**src/rtl/tbw_pkg.sv**
```systemverilog
package tbw_pkg;
  localparam int PRE_W  = 8;                  // /256 prescaler
  localparam int TB_W   = 7;                  // time-base divider stages
  localparam int WDT_W  = 2;                  // /4 watchdog stage
  localparam int RATE_W = $clog2(TB_W + 1);   // one code per tap

  typedef struct packed {
    logic              clrTimer;
    logic              clrWdt;
    logic              clrFlag;
    logic              wdtRun;
    logic [RATE_W-1:0] rate;
  } tbwStrobes_t;
endpackage

```
**src/rtl/tbw_ctrl.sv**
```systemverilog
module tbw_ctrl
  import tbw_pkg::*;
(
  input  logic              clk,
  input  logic              rstN,
  input  logic              cmdTimerEn,
  input  logic              cmdTimerDis,
  input  logic              cmdTimerClr,
  input  logic              cmdWdtEn,
  input  logic              cmdWdtDis,
  input  logic              cmdWdtClr,
  input  logic              cmdIrqEn,
  input  logic              cmdIrqDis,
  input  logic              cmdRateLd,
  input  logic [RATE_W-1:0] cmdRate,
  input  logic              tbWave,
  input  logic              wdtFlag,
  output tbwStrobes_t       strb,
  output logic              irqPullLow
);
  logic              timerOn;
  logic              wdtOn;
  logic              irqOn;
  logic [RATE_W-1:0] rateSel;

  always_ff @(posedge clk) begin
    if (!rstN) begin
      timerOn <= 1'b0;
      wdtOn   <= 1'b0;
      irqOn   <= 1'b0;
      rateSel <= '1;
    end else begin
      if (cmdTimerDis)     timerOn <= 1'b0;
      else if (cmdTimerEn) timerOn <= 1'b1;
      if (cmdWdtDis)       wdtOn   <= 1'b0;
      else if (cmdWdtEn)   wdtOn   <= 1'b1;
      if (cmdIrqDis)       irqOn   <= 1'b0;
      else if (cmdIrqEn)   irqOn   <= 1'b1;
      if (cmdRateLd)       rateSel <= cmdRate;
    end
  end

  always_comb begin
    strb.clrTimer = cmdTimerClr;
    strb.clrWdt   = cmdWdtClr;
    strb.clrFlag  = cmdWdtClr | cmdIrqDis;
    strb.wdtRun   = wdtOn;
    strb.rate     = rateSel;
  end

  assign irqPullLow = irqOn & ((timerOn & tbWave) | (wdtOn & wdtFlag));
endmodule

```
**src/rtl/tbw_datapath.sv**
```systemverilog
module tbw_datapath
  import tbw_pkg::*;
#(
  parameter int PRESCALE_W = PRE_W,
  parameter int DIVIDER_W  = TB_W,
  parameter int WATCHDOG_W = WDT_W
) (
  input  logic        clk,
  input  logic        rstN,
  input  logic        tickEn,
  input  tbwStrobes_t strb,
  output logic        tbWave,
  output logic        wdtFlag
);
  localparam int CNT_W = PRESCALE_W + DIVIDER_W;
  localparam int IDX_W = $clog2(CNT_W);

  logic [CNT_W-1:0]      chain;
  logic [WATCHDOG_W-1:0] wdtCnt;
  logic [IDX_W-1:0]      tapIdx;
  logic [CNT_W-1:0]      tapMask;
  logic                  periodEnd;

  // code c selects bit (CNT_W-1-c): highest code is the fastest tap
  assign tapIdx    = IDX_W'(CNT_W - 1) - IDX_W'(strb.rate);
  assign tapMask   = CNT_W'(({{CNT_W{1'b0}}, 1'b1} << ({1'b0, tapIdx} + 1'b1)) - 1'b1);
  assign tbWave    = chain[tapIdx];
  assign periodEnd = tickEn & ~strb.clrTimer & ((chain & tapMask) == tapMask);

  always_ff @(posedge clk) begin
    if (!rstN || strb.clrTimer) chain <= '0;
    else if (tickEn)            chain <= chain + 1'b1;
  end

  always_ff @(posedge clk) begin
    if (!rstN || strb.clrWdt || !strb.wdtRun) wdtCnt <= '0;
    else if (periodEnd)                       wdtCnt <= wdtCnt + 1'b1;
  end

  always_ff @(posedge clk) begin
    if (!rstN || strb.clrFlag)                   wdtFlag <= 1'b0;
    else if (strb.wdtRun && periodEnd && &wdtCnt) wdtFlag <= 1'b1;
  end
endmodule

```
**src/rtl/timebase_watchdog.sv**
```systemverilog
module timebase_watchdog
  import tbw_pkg::*;
#(
  parameter int PRESCALE_W = PRE_W,
  parameter int DIVIDER_W  = TB_W,
  parameter int WATCHDOG_W = WDT_W
) (
  input  logic              clk,
  input  logic              rstN,
  input  logic              tickEn,
  input  logic              cmdTimerEn,
  input  logic              cmdTimerDis,
  input  logic              cmdTimerClr,
  input  logic              cmdWdtEn,
  input  logic              cmdWdtDis,
  input  logic              cmdWdtClr,
  input  logic              cmdIrqEn,
  input  logic              cmdIrqDis,
  input  logic              cmdRateLd,
  input  logic [RATE_W-1:0] cmdRate,
  output logic              tbWave,
  output logic              irqPullLow
);
  tbwStrobes_t strb;
  logic        wdtFlag;

  tbw_ctrl uCtrl (
    .clk(clk), .rstN(rstN),
    .cmdTimerEn(cmdTimerEn), .cmdTimerDis(cmdTimerDis), .cmdTimerClr(cmdTimerClr),
    .cmdWdtEn(cmdWdtEn), .cmdWdtDis(cmdWdtDis), .cmdWdtClr(cmdWdtClr),
    .cmdIrqEn(cmdIrqEn), .cmdIrqDis(cmdIrqDis),
    .cmdRateLd(cmdRateLd), .cmdRate(cmdRate),
    .tbWave(tbWave), .wdtFlag(wdtFlag),
    .strb(strb), .irqPullLow(irqPullLow)
  );

  tbw_datapath #(
    .PRESCALE_W(PRESCALE_W), .DIVIDER_W(DIVIDER_W), .WATCHDOG_W(WATCHDOG_W)
  ) uPath (
    .clk(clk), .rstN(rstN), .tickEn(tickEn), .strb(strb),
    .tbWave(tbWave), .wdtFlag(wdtFlag)
  );
endmodule

```
**config.mk**
```make
export PLATFORM = sky130hd
export DESIGN_NAME = timebase_watchdog
export DESIGN_NICKNAME = d
export VERILOG_FILES = /design/src/rtl/tbw_pkg.sv /design/src/rtl/tbw_ctrl.sv /design/src/rtl/tbw_datapath.sv /design/src/rtl/timebase_watchdog.sv
export SDC_FILE = /design/constraint.sdc
export NUM_CORES = 1
export LEC_CHECK = 0
export ABC_AREA = 1
export BUFFER_PORTS_ARGS = -buffer_cell sky130_fd_sc_hd__buf_2
export CAP_MARGIN = 20
export CORE_MARGIN = 2
export CORE_UTILIZATION = 60
export CTS_BUF_LIST = sky130_fd_sc_hd__clkbuf_4 sky130_fd_sc_hd__clkbuf_8 sky130_fd_sc_hd__clkbuf_16
export CTS_CLUSTER_DIAMETER = 40
export DETAILED_ROUTE_END_ITERATION = 12
export GPL_ROUTABILITY_DRIVEN = 0
export GPL_TIMING_DRIVEN = 0
export HOLD_SLACK_MARGIN = 0.1
export PLACE_DENSITY = 0.88
export SLEW_MARGIN = 0
export SYNTH_ARGS = -nofsm -noshare
export SYNTH_HDL_FRONTEND = slang
export SYNTH_SLANG_ARGS = --single-unit
export TNS_END_PERCENT = 30
```
**constraint.sdc**
```tcl
create_clock -name clk -period 3.6 [get_ports clk]
set_input_delay 0.18 -clock clk [delete_from_list [all_inputs] [get_ports clk]]
set_output_delay 0.18 -clock clk [all_outputs]
set_load 0.01 [all_outputs]
```
==> results of run 1 <==
path summary, 6_finish.rpt:
check | from | endpoint | slack (ns) | cells past startpoint
min | cmdRateLd | uCtrl.rateSel[2] | 0.11 | 2
min reg2reg | uPath.wdtFlag | uPath.wdtFlag | 0.51 | 2
max | uCtrl.rateSel[0] | uPath.wdtCnt[1] | 0.45 | 20
max reg2reg | uCtrl.rateSel[0] | uPath.wdtCnt[1] | 0.45 | 20
routing by layer:
layer | global-route usage | up-vias | part of all wire
met2 | 0.4479 | 54 | 0.47
met3 | 0.02993 | 9 | 0.046
li1 | - | 1134 | -
met1 | 0.3425 | 965 | 0.46
met5 | 0 | - | 0
met4 | 0.08152 | 0 | 0.018
state kept, by name, indices dropped and copies added, names as in the netlist:
name / flops
uCtrl.irqOn: 1
uCtrl.rateSel: 3
uCtrl.timerOn: 1
uCtrl.wdtOn: 1
uPath.chain: 15
uPath.wdtCnt: 2
uPath.wdtFlag: 1
synth_stat cells, types with 3 or more instances:
cell type and n:
a21oi_1 24, buf_6 3, dfxtp_1 24, ha_1 8, inv_1 49, inv_2 3, nand2_1 60, nand2_2 7
nand3_1 30, nand3_2 5, nand3_4 3, nand4_1 5, nor2_1 37, nor2_2 4, nor2_4 4, nor3_1 15
o211ai_1 3, o21ai_0 22
through the flow:
stage,power (W),util,worst slack [ns]
floorplan,0.0005498,-,0.8556
global placement,0.0006008,0.6722,0.5361
detailed placement,0.0006085,0.6722,0.4890
CTS,0.0008077,0.7113,0.4745
global route,0.0008681,0.7113,0.1451
finish,0.0008130,0.7113,0.4513
worst max-delay path, cell delays in order (launching register included):
cell and delay (ns):
dfxtp_1 0.43, buf_6 0.19, inv_6 0.07, ha_1 0.44
nor2_8 0.20, nand3_4 0.10, nand2_4 0.12, nand3_2 0.15
ha_1 0.33, inv_1 0.15, nand2_1 0.07, nand3_1 0.08
nand2_1 0.05, inv_1 0.04, nand2_1 0.06, nor2_2 0.12
nand2_1 0.07, nor2_1 0.09, nand2_1 0.08, nor3_1 0.15
nor2_1 0.06
cell families after synthesis:
group / count (synthesis) / synth area share
adder cells (fa/ha/maj): 8 / 0.04665
AND/OR/NAND/NOR: 178 / 0.4396
buffers and inverters: 57 / 0.1131
AO/OA/AOI/OAI: 62 / 0.1767
flip-flops: 24 / 0.2239
power by group:
part           total [W]  switching, W  internal [W]
combinational   0.000341      0.000220      0.000121
clock           0.000197     0.0000843      0.000113
sequential      0.000276    0.00000523      0.000270
total           0.000813      0.000310      0.000503
final cells by class:
class | instances | area share
Buffer | 4 | 0.01609
Clock buffer | 3 | 0.009341
Clock inverter | 1 | 0.01245
Inverter | 53 | 0.08459
Multi-Input combinational cell | 248 | 0.5900
Sequential cell | 24 | 0.1993
Tap cell | 46 | 0.02387
Timing Repair Buffer | 23 | 0.06435
==> results.md, run 1 <==
Run status:
- The run finished with clean final reports.

Pwr:
- For this design the static power due to leakage is roughly 1.1 nW.
- The total power density per cell area is 337.2 nW/um^2.
- IR analysis of the VDD net gives a maximum drop of 278.5 uV.

Worst setup path:
- The data arrival time of the worst path is approximately 3.4 ns.
- STA classifies the critical path endpoint as a flop.
- STA classifies the critical path startpoint as a flop.
- The maximum fanout along the worst path is 11.
- The data required time at the worst endpoint is ~3.8 ns.
- The type of the worst setup path is reg -> reg.

Clock tree:
- The worst-case clock buffer depth is 2.
- Clock tree synthesis found a total of 24 sinks.
- In this run the post-CTS setup repair buffer count came out at 0.
- Clock tree synthesis inserted a total of 3 buffers.
- The root buffer cell is clkbuf_4.
- The later pin in the worst-skew pair is clocked with a latency of 0.32 ns.
- The CTS tree is done.
- After clock tree synthesis, the flow added hold-fix buffers numbering 8.
- CTS built an H-tree with a depth of 1.
- The clock slew at the register clock pins of the worst setup and hold paths is 0.14 ns.
- Post-CTS repair changed the size of 0 cells.

Drt:
- The routed wire length is 5000 um.
- The detail-routed net length per standard cell is around 12 um.
- The count of nets left with antenna violations once routing finished came out at 0.
- For this run, the detailed router's first-pass iteration total came to 4.
- After detailed routing, the number of remaining DRC violations is 0.
- After detailed routing, the number of vias per cell comes to 5.378.
- The number of design-rule violations left by the first detailed-router iteration is 139.
- The routed layout has between 2000 and 2500 vias.

Synth:
- Among all flip-flop cells after synthesis, the most frequent one is dfxtp_1.
- Of the synthesized area, sequential elements account for 0.2239.
- The total of warnings raised by yosys is 0.
- The post-synth net total is 352.
- The register bit count reported by yosys is 24.
- Counting flops with an async set or reset pin after synthesis yields a share of 0.
- The mean cell area of the mapped netlist is 6.522 um^2.
- By area the synthesized netlist is led by dfxtp_1 22%, nand2_1 10%, inv_1 8.6%.
- The synthesized design spends more area on one cell type than any other, namely dfxtp_1.
- Yosys mapped the design onto 36 distinct sky130hd cell types.
- The count of flip-flops with a built-in enable after synthesis is 0.
- The number of cells produced by synthesis is 329.
- Of the post-synthesis cell area, the dominant cell type holds 0.2239.
- The synthesized cell area is 2146 um^2.

Floorplanning:
- The core outline area is 3390 um^2.
- The number of top-level design ports is 17.
- The number of cell rows is 21.
- The area of the die is 4070 um^2.
- The initial utilization of the core area, before any placement, comes to 0.6331.
- The die is 63.80 um wide.
- The height of the chip is between 60 and 70 um.

Timing:
- The final sum of negative setup slack is 0 ns.
- The shortest period the worst path allows is between 3 and 4 ns.
- Static timing analysis puts the maximum clock frequency at 317.6 MHz.
- Setup repair after global routing left no endpoint under its margin.
- The worst hold margin is 0.1099 ns.
- The setup-violating endpoint count in the final report is 0.
- The hold violation count in the final report was 0.
- The ratio of final minimum period to clock period is 0.8746.
- For the pin with the worst max-slew slack, the measured transition is around 0.57 ns.
- In this run the tightest slew margin relative to its limit is 0.6195.
- The number of slew-limit violations in the final report is 0.
- Between clock sinks in the finished design, the worst skew comes to 0.002412 ns.

Layout:
- The number of fill cells in the layout is 271.
- From synthesis to final layout, the design area changed by 12.36%.
- The final layout contains 380 nets.
- After routing the design area is 2411 um^2.
- The total area of multi-input combinational cells is 1423 um^2.
- The number of standard cells in the layout, taps in and fillers out is roughly 400.
- In the final layout, the share of cells above drive strength 1 is 0.1742.
- Leaving out fill and tap cells, the most frequent cell in the layout is nand2_1.
- The sequential cells in the finished layout cover a total of 480.5 um^2.
- Leaving out fill and tap cells, the most frequent cells in the layout are 60 x nand2_1, 49 x inv_1, 37 x nor2_1, 30 x nand3_1.
- The count of inserted antenna diode cells is 0.

GRT:
- In the global route stage, overall resource usage came out at 0.2615.
- The first global-routing pass estimated 8659 um of wire.
- The number of antenna violations at the first check in global routing was 0.
- The via count of the first global-routing pass is 2023.
- The overall overflow remaining after global route is 0.
- Entering global routing, the biggest net connects 15 pins.

Place:
- The final HPWL from detailed placement is 3727 um.
- In this run, placement finished with an instance count of 390.
- The post-placement cell area is 2278 um^2.
- The port buffer count is 15.

Job:
- The tool flagged a number of max-cap violations equal to 0.

Worst hold path:
- The kind of path behind the tightest hold check is in -> reg.
Power figures use the tool's default switching activity.
==> run 2: changes to the inputs <==
- SYNTH_HIERARCHICAL: unset -> 1
==> run 2 against run 1 <==
Final area shrank 6.3%. Via count shrank 3.7%. Critical path depth shrank 4. Clock skew grew 0.0092 ns. Register-to-register slack gained 0.35 ns. Synthesized cell count shrank 2.4%. Total power shrank 19%. Global-route usage shrank 0.43 points. Setup slack gained 0.35 ns. Worst hold slack gained 0.0081 ns. Synthesized area shrank 6.2%. Sequential power is essentially flat. Critical path type unchanged.
==> results.md, run 2 <==
Run status:
- The flow ran to the end, and the final reports show no timing, DRC or antenna violations.

Worst hold path:
- The min-delay analysis places its worst path in the category in -> reg.
- The worst hold path passes through 3 cells.
- The worst hold path terminates at uCtrl/rateSel[0].
- The startpoint of the worst hold path is cmdRateLd.

Worst setup path:
- Data on the critical path arrives at its endpoint at 3.05 ns.
- Along the worst path, the maximum fanout reaches 10.
- The most used cell along the critical path is nand2_1.
- In this run the critical register-to-register path is launched from uCtrl/rateSel[0].
- At the worst endpoint, the required time is 3.85 ns.
- The kind of cell adding the most delay to the critical path is simple AND/OR/NAND/NOR gates.
- The worst-path cell with the longest stage delay is dfxtp_1.
- The worst setup path is of the reg -> reg kind.
- The worst setup path is launched from a flop.
- The combined buffer and inverter count along the critical path is 2.
- The critical path goes through inv_2 > ha_1 > nor2_4 > nand3_1 > nand2_2 > nand2_4 > buf_12 > nor3_1 > nand4_1 > nand3_1 > nand2_2 > nor2_4 > nand2_1 > nand2_1 > nand2_1 > nor2_2.
- Counting cells, the worst reg-to-reg path comes to 16.
- STA classifies the critical path endpoint as a flop.
- The end of the worst register-to-register path is uPath/wdtCnt[0].
- On the worst path, the slowest cell contributes a delay of 0.47 ns.
- The slack of the worst reg-to-reg path is between 0.7 and 0.8 ns.
- The launch point of the worst path is uCtrl/rateSel[0].

GRT:
- The global-route wire length before repair is 7341 um.
- The via count of the first global-routing pass is 1744.
- The number of antenna violations at the first check in global routing is 0.
- The largest net degree at the start of global routing is 13.
- The total overflow left after global routing is 0.
- In the global route stage, overall resource usage came out at 0.2572.

Timing:
- The final sum of negative setup slack is 0 ns.
- The worst relative slew slack is 0.6970.
- The number of slew-limit violations in the final report is 0.
- The setup-violating endpoint count in the final report is 0.
- Across the routed clock network, the largest skew measured is ~0.012 ns.
- The worst path needs ~2.8 ns of the cycle, external delays included.
- The slew of the pin with the lowest slew margin is 0.4528 ns.
- The ratio of final minimum period to clock period is 0.7779.
- The maximum clock rate is 357.1 MHz.
- Setup repair after global routing left no endpoint under its margin.
- The hold violation count in the final report is 0.

Pwr:
- The static leakage is 1.025 nW.
- Power spread over the standard cell area amounts to between 200 and 300 nW/um^2.
- The largest voltage drop on the vdd net is between 200 and 300 uV.

Floorplanning:
- Measured along the y axis, the die boundary spans 61.93 um.
- The region available for standard cell placement spans around 3300 um^2.
- The number of cell rows is 21.
- The number of top-level design ports is 17.
- The area of the die is 3835 um^2.
- The die extent in x is 61.93 um.
- The initial core utilization is 0.6130.

Synth:
- The number of cells produced by synthesis is 321.
- The number of nets handed over by synthesis was between 300 and 400.
- The share of the synthesized area in the top cell type is 0.2387.
- The largest total area in the synthesized netlist belongs to dfxtp_1.
- The share of flip-flops with an asynchronous set or reset after synthesis is 0.
- The synthesized design contains 24 register bits.
- A synthesized cell averages 6.272 um^2.
- The total of warnings raised by yosys is 6.
- The number of distinct standard cells referenced by the synthesized netlist is 30.
- The sequential share of the synthesized area is 0.2387.
- In the post-synthesis netlist, the biggest area contributors are dfxtp_1 24%, nand2_1 12%, inv_1 8.4%.
- The synthesized cell area is 2013 um^2.
- After synthesis, the most frequently instantiated cells are 63 x nand2_1, 45 x inv_1, 39 x nor2_1.
- The count of flip-flops with a built-in enable after synthesis is 0.
- The most instantiated library cell after synthesis is nand2_1.
- The most used flip-flop cell after synthesis is dfxtp_1.

Layout:
- Counting flops per register, the top entry is uPath/chain.
- The ratio of cells with drive above 1 in the final layout is 0.1782.
- The area growth from synthesis to layout is 12.18%.
- The flip-flop count of the largest register after layout is 15.
- The area of all placed cells without fillers is 2258 um^2.
- The number of antenna diodes in the final layout is 0.
- Leaving out fill and tap cells, the most frequent cell in the layout is nand2_1.
- In the layout the commonest cells are 63 x nand2_1, 45 x inv_1, 39 x nor2_1, 30 x nand3_1, 24 x dfxtp_1.
- The number of fill cells in the layout is 289.
- In the final design database the tool counted 373 nets.
- The largest registers in the layout are uPath/chain x15, uCtrl/rateSel x3, uPath/wdtCnt x2.

Job:
- Max-cap violations in this run came to 0.

Drt:
- The first detailed-routing pass ran for 5 iterations.
- The number of design-rule violations left by the first detailed-router iteration is 120.
- In the final routed layout, each cell accounts on average for 12.05 um.
- Once detail routing completed, the nets flagged for antenna violations numbered 0.
- The number of design rule violations left after detail routing is 0.
- The routed design has 4747 um of wire.
- For this block, the via count after detailed routing is 2082.
- The via-per-instance ratio is 5.284.

Place:
- The HPWL after detailed placement is around 3600 um.
- The post-placement cell area is 2146 um^2.
- The port buffer count is 15.

Clock tree:
- The number of clock sinks seen by CTS is 24.
- The worst-case clock buffer depth is 2.
- The H-tree depth reported by CTS is 1.
- The source-to-sink clock delay at the later pin of the worst-skew pair is 0.31 ns.
- The root buffer cell is clkbuf_4.
- The number of clock buffers added by TritonCTS is 3.
- After clock tree synthesis, the repair step resized 0 gates.
- TritonCTS built the clock tree.
- After clock tree synthesis, the flow added hold-fix buffers numbering 9.
- Clock-pin slew was measured on the worst setup and hold paths at 0.12 ns.
- The buffers inserted during post-CTS setup optimization is 0.
run 2: cell count changes in the layout (fill, tap and decap cells not counted), sizes merged, moves of 2 or more:
cell   previous run  this run
or2               0         2
nand2            70        79
a21oi            28        22
nand3            38        33
nor3             15         5
nor3b             2         0
inv              53        50
buf              18        21
nor2             46        49
o21ai            26        29
run 2: worst max-delay path by stage:
stage	endpoint	slack (ns)	depth (start not counted)
floorplan	uPath/wdtCnt[0]	1.26	17
global placement	uPath/wdtCnt[0]	0.91	15
detailed placement	uPath/wdtCnt[0]	0.85	16
CTS	uPath/wdtCnt[0]	0.81	16
global route	uPath/wdtCnt[0]	0.58	17
finish	uPath/wdtCnt[0]	0.80	16
run 2: layer usage:
layer | global-route usage | wire (um)
met2 | 0.4361 | 2398
met5 | 0 | 0
met1 | 0.3232 | 2059
met4 | 0.1155 | 116
met3 | 0.03727 | 172
run 2: cell type report:
cell class,count,area [um^2],area share
Clock buffer,3,22.52,0.009972
Sequential cell,24,480.5,0.2127
Tap cell,46,57.56,0.02548
Buffer,7,65.06,0.02881
Timing Repair Buffer,24,165.2,0.07313
Multi-Input combinational cell,240,1277,0.5657
Inverter,50,190.2,0.08421
run 2: cell families after synthesis:
kind of cell | share of synthesized area
buffers and inverters | 0.1268
flip-flops | 0.2387
adder cells (fa/ha/maj) | 0.04972
AND/OR/NAND/NOR | 0.4301
AO/OA/AOI/OAI | 0.1548
run 2: worst min-delay path: cells and delay by family:
family / cells / cell delay (ns)
AND/OR/NAND/NOR: 2 / 0.11
buffers and inverters: 1 / 0.11
run 2: stage by stage:
step           std cells  hold slack, ns  worst slack, ns  power (W)  utilization
3_3_place_gp         382          0.3945           0.9116  0.0005341       0.6533
6_report             394          0.1179           0.7997  0.0006592       0.6876
5_1_grt              394          0.1281           0.5805  0.0007059       0.6876
2_1_floorplan        321          0.2641            1.257  0.0004916            -
4_1_cts              394          0.1070           0.8086  0.0006605       0.6876
3_5_place_dp         382          0.3988           0.8473  0.0005407       0.6533
run 2: report_power, final:
group	internal, W	switching, W	total, W	leakage, nW
Sequential	0.000270	0.00000642	0.000277	0.195
Clock	0.0000391	0.0000736	0.000113	0.0138
Combinational	0.0000999	0.000170	0.000270	0.816
Total	0.000410	0.000250	0.000659	1.03
